[src/rtl/vstat_pkg.sv]
package vstat_pkg;

    localparam int STAT_W      = 16;
    localparam int BIT_EMPTY   = 9;
    localparam int BIT_FULL    = 8;
    localparam int BIT_VIPEND  = 7;
    localparam int BIT_VBLANK  = 3;
    localparam int BIT_HBLANK  = 2;

    typedef enum logic [2:0] {
        IRQ_NONE  = 3'd0,
        IRQ_HLINE = 3'd4,
        IRQ_VSYNC = 3'd6
    } irq_lvl_t;

    typedef struct packed {
        logic empty;
        logic full;
    } fifo_flags_t;

    typedef struct packed {
        fifo_flags_t flags;
        logic        vint_pend;
        logic        vblank;
        logic        hblank;
    } stat_src_t;

    function automatic logic [STAT_W-1:0] build_status(stat_src_t s);
        logic [STAT_W-1:0] w;
        w             = '0;
        w[BIT_EMPTY]  = s.flags.empty;
        w[BIT_FULL]   = s.flags.full;
        w[BIT_VIPEND] = s.vint_pend;
        w[BIT_VBLANK] = s.vblank;
        w[BIT_HBLANK] = s.hblank;
        return w;
    endfunction

    function automatic irq_lvl_t pick_level(logic vp, logic ve, logic hp, logic he);
        if (vp && ve)      return IRQ_VSYNC;
        else if (hp && he) return IRQ_HLINE;
        else               return IRQ_NONE;
    endfunction

endpackage

[src/rtl/vstat_fifo_model.sv]
module vstat_fifo_model
    import vstat_pkg::*;
#(
    parameter int CNT_W = 4,
    parameter int DEPTH = 4
) (
    input  logic             clk,
    input  logic             rst,
    input  logic             active,
    input  logic             blank_start,
    input  logic             data_wr,
    input  logic             clr_full,
    output fifo_flags_t      flags,
    output logic [CNT_W-1:0] count,
    output logic             penalty
);
    localparam logic [CNT_W-1:0] CNT_MAX = {CNT_W{1'b1}};
    localparam logic [CNT_W-1:0] DEPTH_C = CNT_W'(DEPTH);

    logic             take;
    logic [CNT_W-1:0] cnt_next;

    always_comb begin
        take     = data_wr && active;
        cnt_next = (count == CNT_MAX) ? count : count + 1'b1;
        penalty  = take && (cnt_next > DEPTH_C);
    end

    always_ff @(posedge clk) begin
        if (rst || blank_start) begin
            count       <= '0;
            flags.empty <= 1'b1;
            flags.full  <= 1'b0;
        end else if (take) begin
            count       <= cnt_next;
            flags.empty <= 1'b0;
            if (cnt_next >= DEPTH_C) flags.full <= 1'b1;
            else if (clr_full)       flags.full <= 1'b0;
        end else if (clr_full) begin
            flags.full <= 1'b0;
        end
    end
endmodule

[src/rtl/vstat_wait_gen.sv]
module vstat_wait_gen #(
    parameter int PENALTY = 32
) (
    input  logic clk,
    input  logic rst,
    input  logic trigger,
    output logic wait_req
);
    localparam int WAIT_W = $clog2(PENALTY + 1);
    localparam logic [WAIT_W-1:0] LOAD = WAIT_W'(PENALTY);

    logic [WAIT_W-1:0] remain;

    always_ff @(posedge clk) begin
        if (rst)                remain <= '0;
        else if (trigger)       remain <= LOAD;
        else if (remain != '0)  remain <= remain - 1'b1;
    end

    assign wait_req = (remain != '0);
endmodule

[src/rtl/vstat_irq_eval.sv]
module vstat_irq_eval
    import vstat_pkg::*;
(
    input  logic     clk,
    input  logic     rst,
    input  logic     reg_wr,
    input  logic     vint_pend,
    input  logic     vint_en,
    input  logic     hint_pend,
    input  logic     hint_en,
    output irq_lvl_t level
);
    logic [1:0] pend_q;
    logic       reload;

    always_ff @(posedge clk) pend_q <= {vint_pend, hint_pend};

    assign reload = reg_wr || (pend_q != {vint_pend, hint_pend});

    always_ff @(posedge clk) begin
        if (rst)         level <= IRQ_NONE;
        else if (reload) level <= pick_level(vint_pend, vint_en, hint_pend, hint_en);
    end
endmodule

[src/rtl/vstat_irq_unit.sv]
module vstat_irq_unit
    import vstat_pkg::*;
#(
    parameter int LINE_W       = 9,
    parameter int HBLANK_START = 400,
    parameter int CNT_W        = 4,
    parameter int FIFO_DEPTH   = 4,
    parameter int PENALTY      = 32
) (
    input  logic              clk,
    input  logic              rst,
    input  logic [LINE_W-1:0] line_cycle,
    input  logic              vblank_in,
    input  logic              disp_en,
    input  logic              vint_en,
    input  logic              hint_en,
    input  logic              vint_pend,
    input  logic              hint_pend,
    input  logic              reg_wr,
    input  logic              data_wr,
    input  logic              cmd_first,
    input  logic              stat_rd,
    input  logic              stat_rd_byte,
    input  logic              byte_sel,
    output logic [15:0]       status_word,
    output logic [7:0]        status_byte,
    output logic [2:0]        irq_level,
    output logic              wait_req,
    output logic              cmd_pending
);
    localparam logic [LINE_W-1:0] HB_C = LINE_W'(HBLANK_START);

    logic             vb_q;
    logic             blank_start;
    logic             active;
    logic             clr_full;
    logic             clr_pend;
    logic             penalty;
    logic [CNT_W-1:0] wr_count;
    fifo_flags_t      flags;
    stat_src_t        src;
    irq_lvl_t         level;

    always_ff @(posedge clk) vb_q <= vblank_in;

    always_comb begin
        blank_start = vblank_in && !vb_q;
        active      = disp_en && !vblank_in;
        clr_full    = stat_rd || (stat_rd_byte && !byte_sel);
        clr_pend    = stat_rd || stat_rd_byte;
    end

    vstat_fifo_model #(.CNT_W(CNT_W), .DEPTH(FIFO_DEPTH)) u_fifo (
        .clk         (clk),
        .rst         (rst),
        .active      (active),
        .blank_start (blank_start),
        .data_wr     (data_wr),
        .clr_full    (clr_full),
        .flags       (flags),
        .count       (wr_count),
        .penalty     (penalty)
    );

    vstat_wait_gen #(.PENALTY(PENALTY)) u_wait (
        .clk      (clk),
        .rst      (rst),
        .trigger  (penalty),
        .wait_req (wait_req)
    );

    vstat_irq_eval u_irq (
        .clk       (clk),
        .rst       (rst),
        .reg_wr    (reg_wr),
        .vint_pend (vint_pend),
        .vint_en   (vint_en),
        .hint_pend (hint_pend),
        .hint_en   (hint_en),
        .level     (level)
    );

    always_ff @(posedge clk) begin
        if (rst)            cmd_pending <= 1'b0;
        else if (cmd_first) cmd_pending <= 1'b1;
        else if (clr_pend)  cmd_pending <= 1'b0;
    end

    always_comb begin
        src.flags     = flags;
        src.vint_pend = vint_pend;
        src.vblank    = vblank_in || !disp_en;
        src.hblank    = (line_cycle >= HB_C);
        status_word   = build_status(src);
        status_byte   = byte_sel ? status_word[7:0] : status_word[15:8];
        irq_level     = level;
    end
endmodule

[config.mk]
export PLATFORM = sky130hd
export DESIGN_NAME = vstat_irq_unit
export DESIGN_NICKNAME = d
export VERILOG_FILES = /design/src/rtl/vstat_pkg.sv /design/src/rtl/vstat_fifo_model.sv /design/src/rtl/vstat_wait_gen.sv /design/src/rtl/vstat_irq_eval.sv /design/src/rtl/vstat_irq_unit.sv
export SDC_FILE = /design/constraint.sdc
export NUM_CORES = 1
export LEC_CHECK = 0
export ABC_CLOCK_PERIOD_IN_PS = 1950
export BUFFER_PORTS_ARGS = -buffer_cell sky130_fd_sc_hd__buf_2
export CORE_MARGIN = 3
export CORE_UTILIZATION = 47
export CTS_BUF_LIST = sky130_fd_sc_hd__clkbuf_4
export DETAILED_ROUTE_END_ITERATION = 16
export PLACE_DENSITY = 0.81
export SLEW_MARGIN = 20
export SYNTH_ARGS = -nofsm -noshare
export SYNTH_HDL_FRONTEND = slang
export SYNTH_HIERARCHICAL = 1
export SYNTH_SLANG_ARGS = --single-unit
[constraint.sdc]
create_clock -name clk -period 1.95 [get_ports clk]
set_input_delay 0.39 -clock clk [delete_from_list [all_inputs] [get_ports clk]]
set_output_delay 0.39 -clock clk [all_outputs]
set_load 0.01 [all_outputs]
# Yosys cells after proc, flatten, opt, wreduce, memory -nomap -nowiden
# Cells that the tools add are included.
# W data, S select, Z words.
[classes]
addsub = 2
order_cmp = 3
n_eq_ne = 2
mux = 11
reduce_logical = 20
[op_table]
columns = ["op", "count"]
rows = [
  ["$mux W6", 2],
  ["$ge A9 B9 Y1 const B", 1],
  ["$mux W8", 1],
  ["$logic_and A1 B1 Y1", 7],
  ["$mux W3", 2],
  ["$reduce_bool A6 Y1", 1],
  ["$sub A6 B1 Y6 const B", 1],
  ["$logic_or A1 B1 Y1", 5],
  ["$mux W1", 5],
  ["$add A4 B1 Y4 const B", 1],
  ["$eq A4 B4 Y1 const B", 1],
  ["$ge A4 B3 Y1 const B", 1],
  ["$gt A4 B3 Y1 const B", 1],
  ["$logic_not A1 Y1", 4],
  ["$mux W4", 1],
  ["$reduce_bool A2 Y1", 2],
  ["$ne A2 B2 Y1", 1],
  ["$reduce_or A2 Y1", 1],
]
[word_totals]
regBits = 19
inputBits = 23
output_inout_bits = 29
wordCells = 47

# Depth between registers and ports, before layout
[depth]
word_depth = 6
depth_mapped = 8

# Cells and area by module
# Netlist, hierarchy kept.
[modules_own_cells]
columns = ["module", "instances", "cells_each", "area_per_inst_um2", "seq_area_each_um2"]
rows = [
  ["vstat_wait_gen", 1, 33, 327.8, 120.1],
  ["vstat_fifo_model", 1, 35, 301.5, 120.1],
  ["vstat_irq_unit", 1, 34, 242.7, 40.0],
  ["vstat_irq_eval", 1, 17, 190.2, 80.1],
]

# Least setup slack after synthesis
# OpenSTA, ideal clock, no wires.
[synth_path]
path_type = "input-to-reg"
start = "input port vblank_in"
end = "register u_wait.remain[1]"
setup_time_ns = 0.103
arrival_time_ns = 1.483
t_required_ns = 1.847
slack_ns = 0.363
cell_stages = 7
n_path_buf = 0
cell_sequence = "nand2b_1 -> inv_1 -> nand2_1 -> nor3_1 -> a41oi_1 -> nand2_1 -> a2111oi_2"
[synth_between]
elab_chain_len = 5
[synth_rtl]
columns = ["element", "line_no", "source"]
rows = [
  ["from (decl)", "vstat_irq_unit.sv:13", "input logic vblank_in,"],
  ["$logic_not A1 Y1", "vstat_irq_unit.sv:48", "active = disp_en && !vblank_in;"],
  ["$logic_and A1 B1 Y1", "vstat_irq_unit.sv:48", ""],
  ["net active", "vstat_irq_unit.sv:35", "logic active;"],
  ["$logic_and A1 B1 Y1", "vstat_fifo_model.sv:24", "take = data_wr && active;"],
  ["$logic_and A1 B1 Y1", "vstat_fifo_model.sv:26", "penalty = take && (cnt_next > DEPTH_C);"],
  ["net penalty", "vstat_irq_unit.sv:38", "logic penalty;"],
  ["$reduce_or A2 Y1 (no source line)", "-", ""],
  ["to (signal assigned)", "vstat_wait_gen.sv:17", "else if (remain != '0) remain <= remain - 1'b1;"],
  ["to (decl)", "vstat_wait_gen.sv:12", "logic [WAIT_W-1:0] remain;"],
]
# The timed path passes the listed nets, and every way through them passes these cells.
# A chain may end at the register's enable or synchronous reset.

# Final worst setup path
[layout_path]
start = "register u_wait.remain[0]"
end = "output port wait_req"
[layout_between]
elab_chain_len = 1
[layout_rtl]
columns = ["element", "line_no", "source"]
rows = [
  ["$reduce_bool A6 Y1", "vstat_wait_gen.sv:20", "assign wait_req = (remain != '0);"],
  ["to (decl)", "vstat_irq_unit.sv:28", "output logic wait_req,"],
]
# No other way between the ends.

==> metrics <==
VDD IR max=0.744 mV; placed cells=174; Final Power=1380 uW; reg-to-reg critical path endpoint=u_wait/remain[1]$_SDFFE_PP0P_; Max Freq=533 MHz; die height=53.5 um; GRT Total Usage=14.7%; Avg Cell Area, Syn=8.93 sq um; Area after DPL=1180 sq um; Vias=930; IO Count=52; Critical path buffers and inverters=3; Final Hold Violating Endpoints=0; Async SR Flop Fraction=0%; fin. max-slew vios=0; Final setup viols=0; Post-Syn Area=1060 sq um; CTS sink count=18; clock tree root driver cell=clkbuf_4; clk_lat worst skew=0.29 ns; Sum Neg Setup Slack=0 ns; CTS tree=yes; Most used DFF post-synth=dfxtp_1; top cells by count, synth=dfxtp_1, buf_4, nor2_1; r2r worst-path depth=6; setup slack, reg-to-reg=0.19 ns; Routed Antenna Nets=0; max cap viols=0; top post-synthesis cells by area=dfxtp_1, buf_4, a21oi_1; Final period util=96.3%; EDFF count, synth=0; Initial Util=52.0%; Yosys top cell area share=33.9%; antenna cells=0; Critical path destination=wait_req; remaining routing DRC violations=0; Synth Register Bits=18; drt wl/cell=12.0 um; non-filler cells, final=180; Critical R2R Launch=u_fifo/count[0]$_SDFFE_PP0P_; CP Depth=6; clock skew=0.00355 ns; vias in the first global route=765; Congestion Overflow GR=0; Hold-fix buffers, CTS=0; crit start category=flip-flop; Crit path max-delay family=simple AND/OR/NAND/NOR gates; min-delay worst type=in -> reg; Leakage=0.000577 uW; area grow syn2layout=17.0%; Routed WL=2160 um; die area=2870 sq um; cell count after synthesis=119; row count=16; CTS buffer count=3; CP cell instances=inv_2 -> ha_4 -> or2b_4 -> nor2_8 -> inv_2 -> buf_2; CTS clock-pin slew for the worst setup and hold paths=0.10 ns; # port buffers=32; Vias/cell=5.17; Synth Warn #=6; Critical Path Fanout Max=5; share of cells above drive strength 1=34.6%; final worst path period need=1.88 ns; cell with the most instances after synthesis=dfxtp_1; CP Class=reg -> out; Final Cell Area=1240 sq um; most frequent cell on the critical path=inv_2; Die Span X=53.5 um; H-tree level count=1; Nets=180; first-pass GRT wire length=3160 um; DRT Pass-1 Iters=4; status=finished clean; largest area contributor in the netlist=dfxtp_1; CP peak stage delay=0.37 ns; Worst setup EP type=output pin; Netlist cell types=41; Clock Tree Buf Depth=2; Seq/Total Area, Yosys=33.9%; initial antenna violation count=0; Crit. Startpoint=u_wait/remain[0]$_SDFFE_PP0P_; DRT iter0 DRCs=16; core area=2040 sq um; largest net degree at the start of global routing=12; worst path arrival time=1.49 ns; Final Wtd Congestion=0.806; WP data required=1.56 ns; Cell Pwr Density=1110 nW/um^2; Slowest-stage cell, CP=dfxtp_4; Detailed Place HPWL=1740 um
-- repair_timing --
| item | CTS | global route |
|---|---|---|
| setup endpoints to repair | 0 | 1 |
| buffers inserted | 0 | 2 |
| endpoints found under the hold margin | 0 | 0 |
| resized for setup | 0 | 8 |
-- sequential cells by signal, indices dropped and copies added, names as in the netlist --
register / flops
u_wait/remain: 6
u_fifo/count: 4
u_fifo/flags: 2
u_irq/level: 2
u_irq/pend_q: 2
cmd_pending: 1
vb_q: 1
-- per-stage QoR --
stage	utilization (%)	worst slack, ns	hold WS [ns]
final	60.8	0.0729	0.220
after global routing	60.8	-0.00476	0.206
after CTS	59.1	0.00552	0.209
after detailed placement	57.8	0.122	0.460
after global placement	57.8	0.165	0.456
after floorplan	-	0.363	0.418
-- worst min path at each step --
| stage | from | to | slack, ns | cells past startpoint |
|---|---|---|---|---|
| 6_report | vblank_in | vb_q$_DFF_P_ | 0.22 | 1 |
| 4_1_cts | vblank_in | vb_q$_DFF_P_ | 0.21 | 1 |
| 3_3_place_gp | u_fifo/flags[1]$_SDFFE_PP1P_ | u_fifo/flags[1]$_SDFFE_PP1P_ | 0.46 | 1 |
| 5_1_grt | vblank_in | vb_q$_DFF_P_ | 0.21 | 1 |
| 3_5_place_dp | u_fifo/flags[1]$_SDFFE_PP1P_ | u_fifo/flags[1]$_SDFFE_PP1P_ | 0.46 | 1 |
| 2_1_floorplan | hint_pend | u_irq/pend_q[0]$_DFF_P_ | 0.42 | 0 |
-- worst reg2reg max path, cell delays in order (launching register included) --
cell	delay [ns]
dfxtp_1	0.36
ha_1	0.26
nor2b_1	0.18
nor3_1	0.07
a41oi_1	0.23
nand2_1	0.22
a2111oi_2	0.34
-- cells by family after synthesis --
family	after synthesis	synth area share [%]
other	2	0.707
DFF	18	33.9
adders and majority gates	3	3.53
AOI/OAI and AO/OA	17	11.3
and+or+nand+nor	46	28.0
buffers and inverters	25	14.5
muxes	2	2.36
xor gates and xnor gates	6	5.65
-- metal layers --
layer | routed length, um | GRT usage [%]
met5 | 0 | 0
met4 | 0 | 2.55
met3 | 184 | 4.99
met2 | 1110 | 25.5
met1 | 874 | 17.7
-- area by class of cell --
| cell class | instances | area [sq um] |
|---|---|---|
| fillers | 184 | 800 |
| multi-input cells | 89 | 609 |
| flip-flops and latches | 18 | 368 |
| repair buffers | 34 | 175 |
| well taps | 27 | 33.8 |
| inverters | 8 | 30.0 |
| clock buffers | 3 | 22.5 |
| clock inverters | 1 | 3.75 |
-- report_power, final --
part | leakage [uW] | switching (uW) | total [uW] | internal [uW]
clock | 0.0000154 | 109 | 184 | 74.3
combinational | 0.000412 | 339 | 675 | 336
sequential | 0.000149 | 72.1 | 521 | 449
total | 0.000577 | 520 | 1380 | 859
-- cells in the final DEF, fill, tap and decap left out, types with 4 or more instances in the layout --
cell / Yosys / layout
inv_1: 7 / 5
dfxtp_1: 18 / 16
conb_1: 2 / 15
nor3_1: 7 / 7
nor2_1: 9 / 9
nor2b_1: 6 / 6
nor4_1: 5 / 5
buf_2: 0 / 32
xnor2_1: 4 / 4
a21oi_1: 8 / 8
Note: power is estimated with default switching activity, not from simulation.
